<file path="src/rtl/lps_pkg.sv">
package lps_pkg;

   localparam logic [2:0] A_RES   = 3'd0;
   localparam logic [2:0] A_PHASE = 3'd1;
   localparam logic [2:0] A_PWR0  = 3'd3;
   localparam logic [2:0] A_PWR1  = 3'd4;
   localparam logic [2:0] A_IFC   = 3'd6;
   localparam logic [2:0] A_POL   = 3'd7;

   localparam int MS_W      = 6;
   localparam int IDX_W     = 5;
   localparam int COLD_IDX  = 0;
   localparam int WARM_IDX  = 19;
   localparam int DOWN_IDX  = 21;

   typedef enum logic [2:0] {K_WR, K_WAIT, K_DAC, K_PHASE, K_RES} kind_e;
   typedef enum logic [1:0] {F_NONE, F_UP, F_DOWN} fin_e;

   typedef struct packed {
      kind_e            kind;
      logic [2:0]       addr;
      logic [7:0]       data;   // for K_DAC: bit0 = use common-voltage setting
      logic [MS_W-1:0]  ms;
      fin_e             fin;
   } step_t;

   function automatic step_t mk(kind_e k, logic [2:0] a, logic [7:0] d,
                                logic [MS_W-1:0] m, fin_e f);
      step_t s;
      s.kind = k; s.addr = a; s.data = d; s.ms = m; s.fin = f;
      return s;
   endfunction

   function automatic step_t step_at(logic [IDX_W-1:0] i);
      case (i)
         // cold power-up
         5'd0:  return mk(K_WR,    A_IFC,   8'h1F, '0, F_NONE);
         5'd1:  return mk(K_WR,    A_PWR0,  8'h00, '0, F_NONE);
         5'd2:  return mk(K_WR,    A_PWR1,  8'h00, '0, F_NONE);
         5'd3:  return mk(K_WR,    A_PWR1,  8'h04, '0, F_NONE);
         5'd4:  return mk(K_WAIT,  A_RES,   8'h00, 6'd3, F_NONE);
         5'd5:  return mk(K_WR,    A_PWR0,  8'h04, '0, F_NONE);
         5'd6:  return mk(K_WR,    A_IFC,   8'h09, '0, F_NONE);
         5'd7:  return mk(K_DAC,   A_RES,   8'h01, '0, F_NONE);
         5'd8:  return mk(K_WR,    A_PWR0,  8'h14, '0, F_NONE);
         5'd9:  return mk(K_WR,    A_PWR1,  8'h06, '0, F_NONE);
         5'd10: return mk(K_WAIT,  A_RES,   8'h00, 6'd2, F_NONE);
         5'd11: return mk(K_WR,    A_IFC,   8'h01, '0, F_NONE);
         5'd12: return mk(K_WR,    A_PWR0,  8'h1C, '0, F_NONE);
         5'd13: return mk(K_WR,    A_PWR1,  8'h07, '0, F_NONE);
         5'd14: return mk(K_WR,    A_IFC,   8'h00, '0, F_NONE);
         5'd15: return mk(K_PHASE, A_PHASE, 8'h00, '0, F_NONE);
         5'd16: return mk(K_WR,    A_POL,   8'h00, '0, F_NONE);
         5'd17: return mk(K_WAIT,  A_RES,   8'h00, 6'd1, F_NONE);
         5'd18: return mk(K_RES,   A_RES,   8'h00, '0, F_UP);
         // warm power-up
         5'd19: return mk(K_PHASE, A_PHASE, 8'h00, '0, F_NONE);
         5'd20: return mk(K_RES,   A_RES,   8'h00, '0, F_UP);
         // power-down
         5'd21: return mk(K_WAIT,  A_RES,   8'h00, 6'd34, F_NONE);
         5'd22: return mk(K_WR,    A_PWR1,  8'h06, '0, F_NONE);
         5'd23: return mk(K_WR,    A_IFC,   8'h08, '0, F_NONE);
         5'd24: return mk(K_WR,    A_PWR0,  8'h14, '0, F_NONE);
         5'd25: return mk(K_DAC,   A_RES,   8'h00, '0, F_NONE);
         5'd26: return mk(K_WR,    A_PWR1,  8'h04, '0, F_NONE);
         5'd27: return mk(K_WR,    A_PWR0,  8'h04, '0, F_NONE);
         5'd28: return mk(K_WR,    A_IFC,   8'h1E, '0, F_NONE);
         5'd29: return mk(K_WR,    A_PWR0,  8'h00, '0, F_NONE);
         5'd30: return mk(K_WR,    A_PWR1,  8'h00, '0, F_DOWN);
         default: return mk(K_WR, A_PWR1,  8'h00, '0, F_DOWN);
      endcase
   endfunction

endpackage

</file>
<file path="src/rtl/lps_ms_timer.sv">
module lps_ms_timer #(
   parameter int CYC_PER_MS = 50000,
   parameter int MS_W       = 6
) (
   input  logic            clk,
   input  logic            rst_n,
   input  logic            start,
   input  logic [MS_W-1:0] ms,
   output logic            active,
   output logic            expire
);
   localparam int MAX_CYC = CYC_PER_MS * ((1 << MS_W) - 1);
   localparam int CNT_W   = $clog2(MAX_CYC + 1);

   logic [CNT_W-1:0] cnt;

   always_ff @(posedge clk) begin
      if (!rst_n) begin
         cnt    <= '0;
         active <= 1'b0;
      end else if (start) begin
         cnt    <= CNT_W'(ms) * CNT_W'(CYC_PER_MS) - CNT_W'(1);
         active <= 1'b1;
      end else if (active) begin
         if (cnt == '0) active <= 1'b0;
         else           cnt    <= cnt - CNT_W'(1);
      end
   end

   assign expire = active && (cnt == '0);

   assert_ms_nonzero_R3: assert property (@(posedge clk) disable iff (!rst_n)
      start |-> (ms != '0));
   assert_wait_ends_R3: assert property (@(posedge clk) disable iff (!rst_n)
      expire |=> !active);
endmodule

</file>
<file path="src/rtl/lps_step_dec.sv">
module lps_step_dec import lps_pkg::*; #(
   parameter int DEF_VCOM = 125,
   parameter int QVGA_ADJ = 9
) (
   input  logic [IDX_W-1:0] idx,
   input  logic             mode_vga,
   input  logic [7:0]       vcom_val,
   input  logic             vcom_ok,
   input  logic [3:0]       phase_adj,
   input  logic             phase_ok,
   output step_t            step
);
   localparam logic [7:0] VCOM_DEF8 = 8'(DEF_VCOM);
   localparam logic [3:0] QVGA_A4   = 4'(QVGA_ADJ);

   step_t      raw;
   logic [7:0] phase_byte;

   always_comb begin
      raw = step_at(idx);
      if (!mode_vga)     phase_byte = {3'b000, QVGA_A4, 1'b1};
      else if (phase_ok) phase_byte = {3'b000, phase_adj, 1'b1};
      else               phase_byte = 8'h01;
      step = raw;
      unique case (raw.kind)
         K_PHASE: step.data = phase_byte;
         K_RES:   step.data = mode_vga ? 8'h00 : 8'h01;
         K_DAC:   step.data = raw.data[0] ? (vcom_ok ? vcom_val : VCOM_DEF8) : 8'h00;
         default: step.data = raw.data;
      endcase
   end
endmodule

</file>
<file path="src/rtl/lcd_pwr_seq.sv">
module lcd_pwr_seq import lps_pkg::*; #(
   parameter int CYC_PER_MS = 50000,
   parameter int DEF_VCOM   = 125,
   parameter int QVGA_ADJ   = 9
) (
   input  logic       clk,
   input  logic       rst_n,
   input  logic       on_req,
   input  logic       mode_vga,
   input  logic       off_req,
   input  logic [7:0] vcom_val,
   input  logic       vcom_ok,
   input  logic [3:0] phase_adj,
   input  logic       phase_ok,
   input  logic       dac_done,
   output logic       wr_valid,
   output logic [2:0] wr_addr,
   output logic [7:0] wr_data,
   output logic       dac_start,
   output logic [7:0] dac_value,
   output logic       busy,
   output logic       ready
);
   generate
      if (CYC_PER_MS < 1) begin : g_bad_cpm
         $error("CYC_PER_MS must be at least 1");
      end
      if (DEF_VCOM < 0 || DEF_VCOM > 255) begin : g_bad_vcom
         $error("DEF_VCOM must fit in 8 bits");
      end
      if (QVGA_ADJ < 0 || QVGA_ADJ > 15) begin : g_bad_adj
         $error("QVGA_ADJ must fit in 4 bits");
      end
   endgenerate

   logic             running, off_pend, mode_q, dac_issued;
   logic [IDX_W-1:0] idx;
   step_t            step;
   logic             tmr_active, tmr_expire, tmr_start;
   logic             is_wr, adv;

   lps_step_dec #(.DEF_VCOM(DEF_VCOM), .QVGA_ADJ(QVGA_ADJ)) u_dec (
      .idx(idx), .mode_vga(mode_q), .vcom_val(vcom_val), .vcom_ok(vcom_ok),
      .phase_adj(phase_adj), .phase_ok(phase_ok), .step(step));

   lps_ms_timer #(.CYC_PER_MS(CYC_PER_MS), .MS_W(MS_W)) u_tmr (
      .clk(clk), .rst_n(rst_n), .start(tmr_start), .ms(step.ms),
      .active(tmr_active), .expire(tmr_expire));

   always_comb begin
      is_wr     = running && (step.kind inside {K_WR, K_PHASE, K_RES});
      tmr_start = running && (step.kind == K_WAIT) && !tmr_active;
      dac_start = running && (step.kind == K_DAC) && !dac_issued;
      adv       = is_wr
                | (running && (step.kind == K_WAIT) && tmr_expire)
                | (running && (step.kind == K_DAC) && dac_issued && dac_done);
      wr_valid  = is_wr;
      wr_addr   = is_wr ? step.addr : 3'd0;
      wr_data   = is_wr ? step.data : 8'h00;
      dac_value = (running && step.kind == K_DAC) ? step.data : 8'h00;
      busy      = running;
   end

   always_ff @(posedge clk) begin
      if (!rst_n) begin
         running    <= 1'b0;
         off_pend   <= 1'b0;
         mode_q     <= 1'b0;
         dac_issued <= 1'b0;
         ready      <= 1'b0;
         idx        <= '0;
      end else if (!running) begin
         if (off_pend) begin
            running  <= 1'b1;
            off_pend <= 1'b0;
            idx      <= IDX_W'(DOWN_IDX);
         end else if (on_req) begin
            running <= 1'b1;
            mode_q  <= mode_vga;
            idx     <= ready ? IDX_W'(WARM_IDX) : IDX_W'(COLD_IDX);
         end else if (off_req) begin
            running <= 1'b1;
            idx     <= IDX_W'(DOWN_IDX);
         end
      end else begin
         if (off_req)   off_pend   <= 1'b1;
         if (dac_start) dac_issued <= 1'b1;
         if (adv) begin
            dac_issued <= 1'b0;
            if (step.fin != F_NONE) begin
               ready <= (step.fin == F_UP);
               if (off_pend || off_req) begin
                  off_pend <= 1'b0;
                  idx      <= IDX_W'(DOWN_IDX);
               end else begin
                  running  <= 1'b0;
               end
            end else begin
               idx <= idx + IDX_W'(1);
            end
         end
      end
   end

   assert_wr_in_seq_R11: assert property (@(posedge clk) disable iff (!rst_n)
      wr_valid |-> busy);
   assert_dac_alone_R4: assert property (@(posedge clk) disable iff (!rst_n)
      dac_start |-> (busy && !wr_valid));
   assert_phase_lsb_R5: assert property (@(posedge clk) disable iff (!rst_n)
      (wr_valid && wr_addr == A_PHASE) |-> wr_data[0]);
   assert_ready_after_res_R6: assert property (@(posedge clk) disable iff (!rst_n)
      $rose(ready) |-> $past(wr_valid && wr_addr == A_RES));
   assert_ready_clr_R8: assert property (@(posedge clk) disable iff (!rst_n)
      $fell(ready) |-> $past(wr_valid && wr_addr == A_PWR1 && wr_data == 8'h00));
endmodule

</file>
<file path="config.mk">
export PLATFORM = sky130hd
export DESIGN_NAME = lcd_pwr_seq
export DESIGN_NICKNAME = d
export VERILOG_FILES = /design/src/rtl/lps_pkg.sv /design/src/rtl/lps_ms_timer.sv /design/src/rtl/lps_step_dec.sv /design/src/rtl/lcd_pwr_seq.sv
export SDC_FILE = /design/constraint.sdc
export NUM_CORES = 1
export LEC_CHECK = 0
export CORE_ASPECT_RATIO = 0.75
export CORE_UTILIZATION = 53
export CTS_CLUSTER_DIAMETER = 30
export DETAILED_ROUTE_END_ITERATION = 7
export PLACE_DENSITY = 0.78
export REMOVE_ABC_BUFFERS = 1
export SYNTH_ARGS = -nofsm -noshare
export SYNTH_HDL_FRONTEND = slang
export SYNTH_SLANG_ARGS = --single-unit
</file>
<file path="constraint.sdc">
create_clock -name clk -period 3.46 [get_ports clk]
set_clock_uncertainty 0.05 [all_clocks]
set_input_delay 0.346 -clock clk [delete_from_list [all_inputs] [get_ports clk]]
set_output_delay 0.346 -clock clk [all_outputs]
set_load 0.05 [all_outputs]
</file>
==> metrics.csv <==
metric,value,unit
"FF+latch count, synth",48,
Synth top cells by count,"48 x dfxtp_1, 43 x nor2_1, 40 x nand2_1",
Core ar.,6350,sq um
worst-path fanout max,6,
pin count of the biggest net entering global routing,32,
Mapped Area,3528,sq um
die area,6991,sq um
post-synth cell types,71,
FP Rows,25,
max_slew headroom,52.31,%
post-CTS sizing,0,
Crit path arrival time,3.31,ns
count of hold buffers inserted by post-cts repair,0,
postcts setup bufs,0,
final hold vios,0,
clock sinks,48,
CTS tree,yes,
synth top area cells,"dfxtp_1 27%, ha_1 8.2%, nor2_1 4.6%",
critical path class,reg2reg,
chip height,72.66,um
Max Freq,321.4,MHz
footprint of the multi-input gates,2364,sq um
Post-Route Utilization,65.34,%
pwr/cell area,871.2,nW/um^2
most common cell in the netlist,dfxtp_1,
Peak VDD IR,0.4227,mV
Mapped Cells,450,
leading area contributor after synthesis,dfxtp_1,
PortBufs,39,
fill cell count,578,
max-slew violations,0,
drc violations,0,
HP Class,reg2reg,
Via density,5.894,
vias in the first global route,3021,
min Tclk post-route,3.111,ns
"Seq/Total Area, Yosys",27.23,%
Worst Tran Pin Value,0.7128,ns
total power,3.615,mW
clk_lat worst skew,0.31,ns
via count,3401,
ANT cells,0,
WL/cell,16.04,um
Num CTS Buffers,5,
Yosys top cell area share,27.23,%
post-route ant nets,0,
Area Overhead vs Synth,17.59,%
CP Launch Type,register,
Tot GR Track Use,27.84,%
unrepaired setup endpoints after global routing,false,
I/O pin cnt,43,
Die X,96.22,um
Starting Density,55.57,%
status,completed,
routability cong.,0.9270,
Max Cap Viol,0,
total wire length,9.254,mm
Syn. warnings,0,
Longest Clk Path Bufs,2,
fin crit share,89.91,%
Required @ worst endpoint,3.66,ns
H-Tree Depth,2,
fin nets,538,
share of flip-flops with an asynchronous set or reset,0,%
root buf cell,clkbuf_8,
final global-route overflow total,0,
Avg Inst Size Synth,7.841,sq um
Initial DRC Count,302,
element type at the critical path end,register,
initial antenna violation count,0,
Post-synth EDFFs,0,
layout cells sized above 1,9.677,%
Pleak,1.713,nW
endpoints failing setup,0,
drt pass-1 iters,5,
register area,960.9,sq um
"Top FF cell, synth",dfxtp_1,
clk slew on worst S/H paths,0.11,ns
Post-DP HPWL,7.077,mm
first-pass GRT wire length,15.07,mm
total negative setup slack,0,ns
[power breakdown]
part / total (mW) / internal, mW / switching (mW)
sequential: 0.920 / 0.736 / 0.185
combinational: 2.34 / 0.970 / 1.36
clock: 0.359 / 0.146 / 0.214
total: 3.61 / 1.85 / 1.76
[layout make-up]
cell class | count | share of cell area (%)
clock buffers | 5 | 1.659
clock inverters | 3 | 0.5428
inverters | 28 | 2.563
multi-input cells | 355 | 56.97
flip-flops and latches | 48 | 23.16
well taps | 81 | 2.443
repair buffers | 57 | 12.67
[cells by family (layout without fill, tap and decap cells)]
| family | after synthesis | count (layout) | share of synthesized area [%] |
|---|---|---|---|
| other cells | 1 | 3 | 0.1063 |
| mux | 10 | 10 | 3.262 |
| flops | 48 | 48 | 27.23 |
| buf+inv | 49 | 93 | 5.993 |
| simple gates | 180 | 180 | 27.16 |
| compound gates | 111 | 111 | 21.14 |
| xor+xnor | 28 | 28 | 6.950 |
| fa+ha+maj | 23 | 23 | 8.156 |
[final timing paths]
kind | slack (ns) | cells after the start | end | from
setup / recovery | 0.35 | 9 | u_dec.step[17]$_DFF_P_ | u_tmr.cnt[2]$_SDFFE_PN0P_
hold reg to reg | 0.47 | 2 | u_tmr.cnt[21]$_SDFFE_PN0P_ | u_tmr.cnt[21]$_SDFFE_PN0P_
setup reg to reg | 0.35 | 9 | u_dec.step[17]$_DFF_P_ | u_tmr.cnt[2]$_SDFFE_PN0P_
hold / removal | 0.47 | 2 | u_tmr.cnt[21]$_SDFFE_PN0P_ | u_tmr.cnt[21]$_SDFFE_PN0P_
[cells in the final DEF (no fill, tap or decap), types with 8 or more instances in the layout]
master,Yosys,layout
nand3_1,10,10
buf_4,4,18
nor3_1,18,18
ha_1,23,23
a211oi_1,11,11
nand2_1,40,40
dfxtp_1,48,48
clkdlybuf4s50_1,0,39
nor4_1,9,9
o21ai_0,20,20
a21oi_1,29,29
nand2b_1,8,8
xor2_1,11,11
nor2_1,43,43
xnor2_1,17,17
inv_1,25,25
[critical path, cell delays in order (launching register included)]
cell and delay (ns):
dfxtp_1 0.36, or4_4 0.58, nand4bb_4 0.30, o211ai_4 0.31
a21oi_1 0.13, a31oi_2 0.21, nand2_2 0.12, ha_1 0.38
mux4_2 0.47, mux2i_1 0.12
[state kept, by name, indices dropped and copies added, names as in the netlist]
name / flops
busy: 1
u_tmr.cnt: 22
u_tmr.active: 1
u_dec.raw: 5
off_pend: 1
dac_issued: 1
mode_q: 1
idx: 5
ready: 1
u_dec.step: 10
[layer usage]
metal	part of all wire [%]	track usage, %	vias to the layer above
met5	0	0	-
met4	0.76	4.975	0
met3	6.7	2.813	7
met2	39	38.06	124
met1	53	46.09	1571
li1	-	-	1699
[stage by stage]
stage	area, sq um	setup slack (ns)	hold slack, ns	cells
after global routing	4149	0.1294	0.4778	577
after global placement	4058	0.3936	0.4195	569
after floorplan	3431	0.1410	0.4016	431
after detailed placement	4058	0.3485	0.4392	569
final	4149	0.3490	0.4661	577
after CTS	4149	0.3708	0.4575	577
Note: power is estimated with default switching activity, not from simulation.
